===== src/rtl/psc_pkg.sv =====
package psc_pkg;
  localparam int REG_W   = 32;
  localparam int LS_W    = 4;
  localparam int SPD_W   = 4;
  localparam int NCHG    = 7;

  localparam int B_CONN  = 0;
  localparam int B_EN    = 1;
  localparam int B_OC    = 3;
  localparam int B_RST   = 4;
  localparam int B_LS    = 5;
  localparam int B_PWR   = 9;
  localparam int B_SPD   = 10;
  localparam int B_IND   = 14;
  localparam int B_LSTB  = 16;
  localparam int B_CHG   = 17;
  localparam int B_WAKE  = 25;
  localparam int B_WARM  = 31;

  typedef enum int {
    CH_CONN = 0, CH_EN = 1, CH_WARM = 2, CH_OC = 3,
    CH_RST = 4, CH_LINK = 5, CH_CFG = 6
  } chg_idx_e;

  localparam logic [LS_W-1:0] LS_U0    = 4'd0;
  localparam logic [LS_W-1:0] LS_U2    = 4'd2;
  localparam logic [LS_W-1:0] LS_U3    = 4'd3;
  localparam logic [LS_W-1:0] LS_INACT = 4'd6;
  localparam logic [LS_W-1:0] LS_RECOV = 4'd8;
  localparam logic [LS_W-1:0] LS_RESUM = 4'd15;

  function automatic logic link_move_flags(input logic [LS_W-1:0] prev,
                                           input logic [LS_W-1:0] next);
    logic hit;
    hit = 1'b0;
    if (next == LS_INACT && prev != LS_INACT) hit = 1'b1;
    if (prev == LS_U3 && next == LS_RESUM) hit = 1'b1;
    if (next == LS_U0 && (prev == LS_RESUM || prev == LS_U2 ||
                          prev == LS_U3 || prev == LS_RECOV)) hit = 1'b1;
    return hit;
  endfunction
endpackage


===== src/rtl/psc_change_flags.sv =====
module psc_change_flags #(
  parameter int N = 7
) (
  input  logic         clk,
  input  logic         rst,
  input  logic [N-1:0] set_vec,
  input  logic [N-1:0] clr_vec,
  output logic [N-1:0] flags,
  output logic         pulse
);
  logic [N-1:0] flags_q;
  logic [N-1:0] flags_d;
  logic [N-1:0] newly;
  logic         pulse_q;

  for (genvar i = 0; i < N; i++) begin : g_flag
    always_comb begin
      flags_d[i] = set_vec[i] | (flags_q[i] & ~clr_vec[i]);
      newly[i]   = flags_d[i] & ~flags_q[i];
    end
    always_ff @(posedge clk) begin
      if (rst) flags_q[i] <= 1'b0;
      else     flags_q[i] <= flags_d[i];
    end
  end

  always_ff @(posedge clk) begin
    if (rst) pulse_q <= 1'b0;
    else     pulse_q <= |newly;
  end

  assign flags = flags_q;
  assign pulse = pulse_q;
endmodule


===== src/rtl/psc_link_state.sv =====
module psc_link_state
  import psc_pkg::*;
#(
  parameter int W = LS_W
) (
  input  logic         clk,
  input  logic         rst,
  input  logic         sw_wr,
  input  logic [W-1:0] sw_val,
  input  logic         hw_evt,
  input  logic [W-1:0] hw_val,
  output logic [W-1:0] state,
  output logic         change_set
);
  logic [W-1:0] state_q;

  always_ff @(posedge clk) begin
    if (rst)         state_q <= LS_U0;
    else if (sw_wr)  state_q <= sw_val;
    else if (hw_evt) state_q <= hw_val;
  end

  always_comb begin
    change_set = hw_evt & ~sw_wr & link_move_flags(state_q, hw_val);
  end

  assign state = state_q;
endmodule


===== src/rtl/psc_reset_ctrl.sv =====
module psc_reset_ctrl #(
  parameter int SW = 4
) (
  input  logic          clk,
  input  logic          rst,
  input  logic          attached,
  input  logic          powered,
  input  logic          detach_evt,
  input  logic          start_hot,
  input  logic          start_warm,
  input  logic          sw_disable,
  input  logic          done,
  input  logic [SW-1:0] speed_in,
  output logic          in_reset,
  output logic          in_warm,
  output logic          enabled,
  output logic [SW-1:0] speed,
  output logic          en_change_set,
  output logic          rst_change_set,
  output logic          warm_change_set
);
  logic          pr_q, wpr_q, ped_q;
  logic [SW-1:0] spd_q;
  logic          pr_d, wpr_d, ped_d;
  logic [SW-1:0] spd_d;
  logic          may_start;

  always_comb begin
    pr_d            = pr_q;
    wpr_d           = wpr_q;
    ped_d           = ped_q;
    spd_d           = spd_q;
    en_change_set   = 1'b0;
    rst_change_set  = 1'b0;
    warm_change_set = 1'b0;
    may_start       = attached & powered & ~pr_q;
    if (detach_evt) begin
      pr_d          = 1'b0;
      wpr_d         = 1'b0;
      ped_d         = 1'b0;
      spd_d         = '0;
      en_change_set = ped_q;
    end else if (pr_q && done) begin
      pr_d            = 1'b0;
      wpr_d           = 1'b0;
      ped_d           = 1'b1;
      spd_d           = speed_in;
      rst_change_set  = 1'b1;
      warm_change_set = wpr_q;
    end else if (may_start && (start_hot || start_warm)) begin
      pr_d  = 1'b1;
      wpr_d = start_warm;
      ped_d = 1'b0;
    end else if (sw_disable) begin
      ped_d = 1'b0;
    end
  end

  always_ff @(posedge clk) begin
    if (rst) begin
      pr_q  <= 1'b0;
      wpr_q <= 1'b0;
      ped_q <= 1'b0;
      spd_q <= '0;
    end else begin
      pr_q  <= pr_d;
      wpr_q <= wpr_d;
      ped_q <= ped_d;
      spd_q <= spd_d;
    end
  end

  assign in_reset = pr_q;
  assign in_warm  = wpr_q;
  assign enabled  = ped_q;
  assign speed    = spd_q;
endmodule


===== src/rtl/port_status_reg.sv =====
module port_status_reg
  import psc_pkg::*;
#(
  parameter logic PP_RESET = 1'b1
) (
  input  logic              clk,
  input  logic              rst,
  input  logic              wr_en,
  input  logic [REG_W-1:0]  wr_data,
  input  logic              port_connect,
  input  logic              port_overcurrent,
  input  logic              link_evt,
  input  logic [LS_W-1:0]   link_state_in,
  input  logic [SPD_W-1:0]  speed_in,
  input  logic              reset_done,
  input  logic              config_error,
  output logic [REG_W-1:0]  reg_value,
  output logic              reset_req,
  output logic              warm_req,
  output logic              change_pulse
);
  localparam int IND_W  = 2;
  localparam int WAKE_W = 3;
  localparam logic [IND_W-1:0] IND_BAD = 2'b11;

  logic                ccs_q, oca_q, pp_q;
  logic [IND_W-1:0]    pic_q;
  logic [WAKE_W-1:0]   wake_q;
  logic [LS_W-1:0]     pls;
  logic                plc_set;
  logic                pr, wpr, ped;
  logic [SPD_W-1:0]    spd;
  logic                pec_set, prc_set, wrc_set;
  logic [NCHG-1:0]     chg_set, chg_clr, chg;
  logic                detach_evt;
  logic                pulse;

  assign detach_evt = ccs_q & ~port_connect;

  always_ff @(posedge clk) begin
    if (rst) begin
      ccs_q  <= 1'b0;
      oca_q  <= 1'b0;
      pp_q   <= PP_RESET;
      pic_q  <= '0;
      wake_q <= '0;
    end else begin
      ccs_q <= port_connect;
      oca_q <= port_overcurrent;
      if (wr_en) begin
        pp_q   <= wr_data[B_PWR];
        wake_q <= wr_data[B_WAKE +: WAKE_W];
        if (wr_data[B_IND +: IND_W] != IND_BAD)
          pic_q <= wr_data[B_IND +: IND_W];
      end
    end
  end

  psc_reset_ctrl #(.SW(SPD_W)) u_rst (
    .clk            (clk),
    .rst            (rst),
    .attached       (ccs_q),
    .powered        (pp_q),
    .detach_evt     (detach_evt),
    .start_hot      (wr_en & wr_data[B_RST]),
    .start_warm     (wr_en & wr_data[B_WARM]),
    .sw_disable     (wr_en & wr_data[B_EN]),
    .done           (reset_done),
    .speed_in       (speed_in),
    .in_reset       (pr),
    .in_warm        (wpr),
    .enabled        (ped),
    .speed          (spd),
    .en_change_set  (pec_set),
    .rst_change_set (prc_set),
    .warm_change_set(wrc_set)
  );

  psc_link_state #(.W(LS_W)) u_link (
    .clk       (clk),
    .rst       (rst),
    .sw_wr     (wr_en & wr_data[B_LSTB]),
    .sw_val    (wr_data[B_LS +: LS_W]),
    .hw_evt    (link_evt),
    .hw_val    (link_state_in),
    .state     (pls),
    .change_set(plc_set)
  );

  always_comb begin
    chg_set          = '0;
    chg_set[CH_CONN] = ccs_q ^ port_connect;
    chg_set[CH_EN]   = pec_set;
    chg_set[CH_WARM] = wrc_set;
    chg_set[CH_OC]   = oca_q ^ port_overcurrent;
    chg_set[CH_RST]  = prc_set;
    chg_set[CH_LINK] = plc_set;
    chg_set[CH_CFG]  = config_error;
    chg_clr          = wr_en ? wr_data[B_CHG +: NCHG] : '0;
  end

  psc_change_flags #(.N(NCHG)) u_chg (
    .clk    (clk),
    .rst    (rst),
    .set_vec(chg_set),
    .clr_vec(chg_clr),
    .flags  (chg),
    .pulse  (pulse)
  );

  always_comb begin
    reg_value                     = '0;
    reg_value[B_CONN]             = ccs_q;
    reg_value[B_EN]               = ped;
    reg_value[B_OC]               = oca_q;
    reg_value[B_RST]              = pr;
    reg_value[B_LS +: LS_W]       = pls;
    reg_value[B_PWR]              = pp_q;
    reg_value[B_SPD +: SPD_W]     = spd;
    reg_value[B_IND +: IND_W]     = pic_q;
    reg_value[B_CHG +: NCHG]      = chg;
    reg_value[B_WAKE +: WAKE_W]   = wake_q;
  end

  assign reset_req    = pr;
  assign warm_req     = wpr;
  assign change_pulse = pulse;
endmodule


===== config.mk =====
export PLATFORM = sky130hd
export DESIGN_NAME = port_status_reg
export DESIGN_NICKNAME = d
export VERILOG_FILES = /design/src/rtl/psc_pkg.sv /design/src/rtl/psc_change_flags.sv /design/src/rtl/psc_link_state.sv /design/src/rtl/psc_reset_ctrl.sv /design/src/rtl/port_status_reg.sv
export SDC_FILE = /design/constraint.sdc
export NUM_CORES = 1
export LEC_CHECK = 0
export BUFFER_PORTS_ARGS = -buffer_cell sky130_fd_sc_hd__buf_2
export CORE_ASPECT_RATIO = 1.4
export CORE_UTILIZATION = 28
export CTS_CLUSTER_SIZE = 20
export DETAILED_ROUTE_END_ITERATION = 6
export PLACE_DENSITY = 0.59
export SLEW_MARGIN = 20
export SYNTH_ARGS = -nofsm -noshare
export SYNTH_HDL_FRONTEND = slang
export SYNTH_SLANG_ARGS = --single-unit

===== constraint.sdc =====
create_clock -name clk -period 1.8 [get_ports clk]
set_input_delay 0.09 -clock clk [delete_from_list [all_inputs] [get_ports clk]]
set_output_delay 0.09 -clock clk [all_outputs]
set_load 0.01 [all_outputs]

==> metrics.txt, run 1 <==
outcome complete, no violations; worst-skew pair later-pin latency 0.27 ns; core area 4309 sq um; CTS Buf Count 3; startpoint types flop; DR vias/cell 4.364; Die Width 59.14 um; Area contributors post-synth dfxtp_1 42%, buf_4 7.0%, a21oi_1 5.5%; Slew Viols, Final 0; # IOs 83; Buf/Inv on CP 0; CP max-delay cell or3_4; PortBufs 64; Vias 1174; synthesized cell area 1280 sq um; die height 82 um; Yosys warning total 0; Total Routing Usage GR 13.51%; fin crit share 87.23%; Bufs on Longest Clock Path 2; Netlist cell types 33; row count 28; vias in the first global route 1058; proportion of layout cells with a drive suffix above 1 36.84%; Critical Path Fanout Max 5; post-synthesis sequential area ratio 42.23%; routability-driven placement congestion ratio 0.7172; Routed WL 3078 um; post-synth top area share 42.23%; Avg Inst Size Synth 8.533 sq um; remaining routing DRC violations 0; Post-CTS Setup Inserts 0; post-CTS sizing 0; required time worst endpoint 1.99 ns; hold-fix buffers at CTS 0; first-pass GRT wire length 4933 um; DRT Pass-1 Iters 4; diode count 0; DIE AREA 4849 sq um; post-route minimum period 1.570 ns; leading area contributor after synthesis dfxtp_1; Worst Skew 0.001145 ns; Crit path arrival time 1.76 ns; grt ovf 0; Hold Crit Class in2reg; Area Overhead vs Synth 29.23%; CTS root buffer clkbuf_8; Hold Fails Final Rpt 0; NumNets Final 259; Worst-path clk slew 0.09 ns; PD cells 731.8 nW/um^2; pre-CTS WS 0.2262 ns; largest net degree at the start of global routing 23; H-Tree Depth 1; Max-Cap Viols 0; Initial Utilization 29.70%; slowest stage delay, CP 0.40 ns; antenna violations before repair 0; RSZ-0062 raised after global routing false; Final Setup Violations 0; CTS tree built; final std cells w/o fill 269; worst path cell trace or3_4 > a2111oi_4 > nor3_2 > o32ai_2; clk sinks 27; routed len/inst 11.44 um; DP Wirelength 2381 um; CP endpoint kind flop; flops & latches, synth 27; dpl cells 265; drt first-iter violations 58; Pleak 0.0007847 uW; final setup TNS 0 ns; Max VDD drop 0.2816 mV; FMAX 636.9 MHz; setup ws final 0.2298 ns; critical path class reg2reg; Crit path max-delay family compound AO/OA/AOI/OAI gates; Routed Antenna Nets 0; Cells after Synth 150
[layer usage]
layer  up-vias  track usage (%)  part of all wire (%)
li1        610                -                     -
met1       524            16.54                    43
met2        38            23.86                    51
met3         2            2.047                   5.2
met4         0            4.286                  0.58
met5         -                0                     0
[flip-flops by register name (all words and copies together) (netlist names)]
| name | flops |
|---|---|
| oca_q | 1 |
| wake_q | 3 |
| ccs_q | 1 |
| pic_q | 2 |
| u_rst.in_warm | 1 |
| u_link.state | 4 |
| u_chg.pulse | 1 |
| pp_q | 1 |
| u_rst.enabled | 1 |
| u_rst.speed | 4 |
| u_chg.flags | 7 |
| u_rst.in_reset | 1 |
[layout by cell type, fill, tap and decap left out]
cell type  count
a2111oi_0      1
a2111oi_4      1
a211o_1        1
a211oi_1       4
a21oi_1       14
a22oi_1        1
a31oi_1        1
and4_1         1
and4b_1        1
buf_2         64
buf_4          3
clkbuf_8       3
clkinv_2       1
conb_1         7
dfxtp_1       27
ha_1           1
inv_1          5
mux2i_1        7
nand2_1       18
nand2b_1       6
nand3_1        6
nand3b_1       1
nor2_1        16
nor2b_1        5
nor3_1         2
nor3_2         1
nor3b_1        1
nor4_1         1
o21ai_0        3
o22ai_1        1
o31ai_2        1
o32ai_2        1
or2_2          1
or3_4          1
xnor2_1        1
[power by group]
part	internal, uW	total [uW]	switching, uW	leakage [uW]
combinational	101	214	114	0.000537
clock	155	347	192	0.0000255
sequential	627	649	21.7	0.000222
[worst paths after layout]
path | slack (ns) | cells past startpoint | endpoint | start
worst max-delay path | 0.23 | 4 | u_chg.pulse | u_link.state[0]
worst min-delay path | 0.03 | 2 | pp_q | wr_data[9]
worst max register to register | 0.23 | 4 | u_chg.pulse | u_link.state[0]
worst min register to register | 0.46 | 2 | u_rst.speed[0] | u_rst.speed[0]
[through the flow]
step	hold slack (ns)	total power, uW	util (%)	area, sq um
floorplan	0.2074	795.0	-	1303
global placement	0.2976	877.5	37.31	1608
detailed placement	0.3063	879.9	37.31	1608
CTS	0.01339	1235	38.39	1654
global route	0.02194	1283	38.39	1654
finish	0.02613	1210	38.39	1654
[logic make-up (layout without fill, tap and decap cells)]
group	after synthesis	after routing	synth area share [%]
compound gates	29	29	16.33
fa+ha+maj	1	1	0.9774
mux	7	7	5.474
flops	27	27	42.23
simple gates	61	61	23.76
xor+xnor	1	1	0.6844
buf+inv	23	76	10.26
other cells	1	7	0.2930
[cells in the mapped netlist]
cell,number
nor3_1,2
nand3_1,6
a22oi_1,1
clkbuf_1,6
nor2_1,16
and4b_1,1
o31ai_2,1
and4_1,1
nor3b_1,1
a2111oi_0,1
o22ai_1,1
nor2b_1,5
inv_1,5
nand3b_1,1
xnor2_1,1
or3_4,1
dfxtp_1,27
a2111oi_4,1
mux2i_1,7
nor3_2,1
o32ai_2,1
o21ai_0,3
a21oi_1,14
a211o_1,1
buf_4,12
ha_1,1
conb_1,1
nor4_1,1
nand2_1,18
or2_2,1
a211oi_1,4
nand2b_1,6
a31oi_1,1
[final cells by class]
cell class	count	area, sq um
Clock buffer	3	41.29
Clock inverter	1	5.005
Fill cell	496	2655
Inverter	5	18.77
Multi-Input combinational cell	106	630.6
Sequential cell	27	540.5
Tap cell	60	75.07
Timing Repair Buffer	67	342.8
No activity file was read; power rests on OpenSTA's default activity.
==> run 2, diff against run 1 <==
Settings changed: PLACE_DENSITY 0.59 to 0.65.
==> run 2 against run 1 <==
Compared with the run above:
- clock power is essentially flat
- cell count is the same
- clock skew is essentially flat
- combinational power is essentially flat
- global-route usage shrank 0.15 points
- highest routed layer unchanged
- routed wire length shrank 1.1%
- via count grew 2.4%
- maximum frequency shrank 0.12%
- critical path type unchanged
- die area is the same
- worst setup slack lost 0.0018 ns
- register-to-register slack is essentially flat
==> metrics.txt, run 2 (synthesis gave the netlist of run 1 again) <==
DP Wirelength 2371 um; drt first-iter violations 28; DRT Pass-1 Iters 4; first-pass GRT wire length 4899 um; Worst Skew 0.001612 ns; Largest register FFs 7; Routed WL 3044 um; Post-CTS Setup Inserts 0; Critical Path Fanout Max 5; grt ovf 0; final setup TNS 0 ns; hold-fix buffers at CTS 0; required time worst endpoint 1.99 ns; clk sinks 27; row count 28; routed len/inst 11.32 um; Worst-path clk slew 0.09 ns; fin crit share 87.34%; post-CTS sizing 0; routability-driven placement congestion ratio 0.8045; CP endpoint kind flop; Flop pwr share 53.8%; largest net degree at the start of global routing 23; Layout fillers 476; proportion of layout cells with a drive suffix above 1 36.36%; Hold Crit Class in2reg; Max VDD drop 0.3492 mV; core area 4309 sq um; Pleak 0.0007807 uW; remaining routing DRC violations 0; CTS tree built; Sw Ratio 26.69%; Internal Power 885.5 uW; CTS Buf Count 3; Net Switching 322.3 uW; critical path class reg2reg; DIE AREA 4849 sq um; Overall Power 1208 uW; Initial Utilization 29.70%; R2R cell count 4; diode count 0; CTS root buffer clkbuf_8; Final Setup Violations 0; Hold Fails Final Rpt 0; Worst Hold Depth 2; vias in the first global route 1098; H-Tree Depth 1; PD cells 730.7 nW/um^2; pre-CTS WS 0.2426 ns; die height 82 um; worst-skew pair later-pin latency 0.27 ns; antenna violations before repair 0; Area Overhead vs Synth 29.13%; DP Area 1608 sq um; Logic pwr share 17.6%; Vias 1202; Routed Antenna Nets 0; commonest non-fill, non-tap cell in the layout buf_2; Max-Cap Viols 0; startpoint types flop; setup ws final 0.2280 ns; PortBufs 64; DR vias/cell 4.468; # IOs 83; commonest cells after routing, fill and taps aside 64 x buf_2, 27 x dfxtp_1, 18 x nand2_1, 16 x nor2_1, 14 x a21oi_1; Total Routing Usage GR 13.36%; Slew Viols, Final 0; RSZ-0062 raised after global routing false; Bufs on Longest Clock Path 2; NumNets Final 259; Die Width 59.14 um; Clock power frac 28.7%; Crit path arrival time 1.76 ns; post-route minimum period 1.572 ns; FMAX 636.1 MHz; Final Cell Area 1653 sq um; outcome complete, no violations
-- run 2: critical path, stage by stage, from the launching register on --
cell and delay (ns):
dfxtp_1 0.36, or3_4 0.40, a2111oi_4 0.36, nor3_2 0.11, o32ai_2 0.26
-- run 2: worst paths after layout --
kind | startpoint | to | slack (ns)
max | u_link.state[0] | u_chg.pulse | 0.23
max reg2reg | u_link.state[0] | u_chg.pulse | 0.23
min | wr_data[9] | pp_q | 0.04
min reg2reg | u_rst.speed[0] | u_rst.speed[0] | 0.46
-- run 2: power by group through the flow --
stage | registers (uW) | logic, uW | clock network (uW)
finish | 650 | 212 | 346
global route | 654 | 238 | 391
CTS | 650 | 217 | 361
detailed placement | 664 | 216 | 0
global placement | 662 | 214 | 0
floorplan | 673 | 122 | 0
-- run 2: through the flow --
stage	std cells	util [%]	hold slack, ns
after CTS	269	38.36	0.02909
after global routing	269	38.36	0.02114
after global placement	265	37.31	0.3076
after floorplan	156	-	0.2074
final	269	38.36	0.03992
after detailed placement	265	37.31	0.3168
-- run 2: area by class of cell --
cell class                      count  area, sq um  share of cell area (%)
Multi-Input combinational cell    106        630.6                   38.15
Sequential cell                    27        540.5                   32.70
Timing Repair Buffer               67        342.8                   20.74
Tap cell                           60        75.07                   4.542
Clock buffer                        4        45.04                   2.725
Inverter                            5        18.77                   1.136
-- run 2: per-layer routing --
layer  global-route usage, %  up-vias  part of all wire (%)
li1                        -      612                     -
met1                   15.63      544                    44
met2                   24.09       44                    51
met3                   2.362        2                   4.6
met4                   4.524        0                  0.56
met5                       0        -                     0
==> run 3, diff against run 2 <==
Settings changed: CAP_MARGIN set to 40.
Clock period 1.8 ns to 1.6 ns, I/O delays scaled along.
==> run 3 against run 2 <==
Compared with the run above:
- first-iteration DRC count grew 75%
- cell count is 1.9% higher
- global-route usage up 0.094 points
- critical path type unchanged
- largest cell class unchanged
==> metrics.txt, run 3 (synthesis gave the netlist of run 1 again) <==
Hold Fails Final Rpt 0; met1 usage 15.42%; critical path class reg2reg; Pleak 0.0008063 uW; outcome complete, no violations; hold-fix buffers at CTS 0; commonest non-fill, non-tap cell in the layout buf_2; startpoint types flop; Internal Power 1006 uW; fin crit share 93.44%; worst-skew pair later-pin latency 0.27 ns; final setup TNS 0 ns; Area Overhead vs Synth 32.16%; proportion of layout cells with a drive suffix above 1 37.85%; Die Width 59.14 um; Final Setup Violations 0; H-Tree Depth 1; post-route minimum period 1.495 ns; Vias 1231; worst path cell trace or3_4 > a2111oi_4 > nor3_2 > o32ai_2; Largest register FFs 7; DP Wirelength 2505 um; Critical Path Fanout Max 2; die height 82 um; routed len/inst 11.34 um; Routed WL 3107 um; Buf/Inv on CP 0; DRT Pass-1 Iters 4; diode count 0; clk sinks 27; Total Routing Usage GR 13.45%; Bufs on Longest Clock Path 2; GR Layer Usage met2 24.77%; CP endpoint kind flop; register area 540.5 sq um; DIE AREA 4849 sq um; Clock power frac 28.1%; core area 4309 sq um; largest net degree at the start of global routing 18; FMAX 668.9 MHz; GR Layer Usage met3 1.890%; # IOs 83; Sw Ratio 26.38%; CP max-delay cell or3_4; Worst Skew 0.001889 ns; PortBufs 64; dpl cells 270; row count 28; CTS tree built; Crit path arrival time 1.68 ns; NumNets Final 264; DR vias/cell 4.493; required time worst endpoint 1.79 ns; first-pass GRT wire length 4892 um; Slew Viols, Final 0; Max-Cap Viols 0; Max VDD drop 0.4324 mV; slowest stage delay, CP 0.39 ns; area of the multi-input gates 631.9 sq um; vias in the first global route 1126; Flop pwr share 53.0%; RSZ-0062 raised after global routing false; Routed Antenna Nets 0; Crit path max-delay family compound AO/OA/AOI/OAI gates; CTS Buf Count 3; CTS root buffer clkbuf_8; Layout fillers 488; drt first-iter violations 49; PD cells 808.1 nW/um^2; Worst-path clk slew 0.09 ns; routability-driven placement congestion ratio 0.7916; grt ovf 0; remaining routing DRC violations 0; antenna violations before repair 0; Net Switching 360.6 uW; Initial Utilization 29.70%; commonest cells after routing, fill and taps aside 64 x buf_2, 27 x dfxtp_1, 18 x nand2_1, 16 x nor2_1, 14 x a21oi_1; final std cells w/o fill 274; Logic pwr share 19.0%; layer with the highest usage met2; Hold Crit Class in2reg
==> run 3: cell types whose count changed in the layout (fill, tap and decap cells not counted), sizes merged <==
cell | before | now
buf | 67 | 72
==> run 3: final cells by class <==
cell class / count / area share (%)
clock buffers: 4 / 2.663
inverters: 5 / 1.109
multi-input cells: 106 / 37.35
flip-flops and latches: 27 / 31.95
well taps: 60 / 4.438
repair buffers: 72 / 22.49
==> run 3: power by group through the flow <==
stage	combinational, uW	clock (uW)	sequential [uW]
floorplan	137	0	757
global placement	260	0	738
detailed placement	262	0	740
CTS	263	406	725
global route	289	421	729
finish	259	384	724
==> run 3: layer usage <==
| layer | wire length, um | vias to the layer above |
|---|---|---|
| li1 | - | 620 |
| met1 | 1311 | 559 |
| met2 | 1619 | 47 |
| met3 | 136 | 5 |
| met4 | 39 | 0 |
| met5 | 0 | - |
==> run 3: stage by stage <==
step	hold WS, ns	total power (uW)	utilization, %	area, sq um	setup slack, ns
floorplan	0.1974	894.3	-	1303	0.08470
global route	0.01650	1438	39.26	1692	0.05262
finish	0.01437	1367	39.26	1692	0.1050
detailed placement	0.2943	1002	38.18	1645	0.04832
CTS	0.005431	1393	39.23	1690	0.02326
global placement	0.2953	998.4	38.18	1645	0.1144
==> run 3: final timing paths <==
path                        start  cells past startpoint  slack [ns]              to
hold / removal         wr_data[9]                      2        0.01            pp_q
hold reg to reg    u_rst.speed[2]                      2        0.46  u_rst.speed[2]
setup / recovery  u_link.state[0]                      4        0.10     u_chg.pulse
setup reg to reg  u_link.state[0]                      4        0.10     u_chg.pulse
==> run 3: what timing repair did <==
| item | in CTS | in global routing |
|---|---|---|
| buffers inserted | 0 | 0 |
| setup endpoints to repair | 0 | 1 |
| endpoints found under the hold margin | 0 | 0 |
| resized for setup | 0 | 1 |
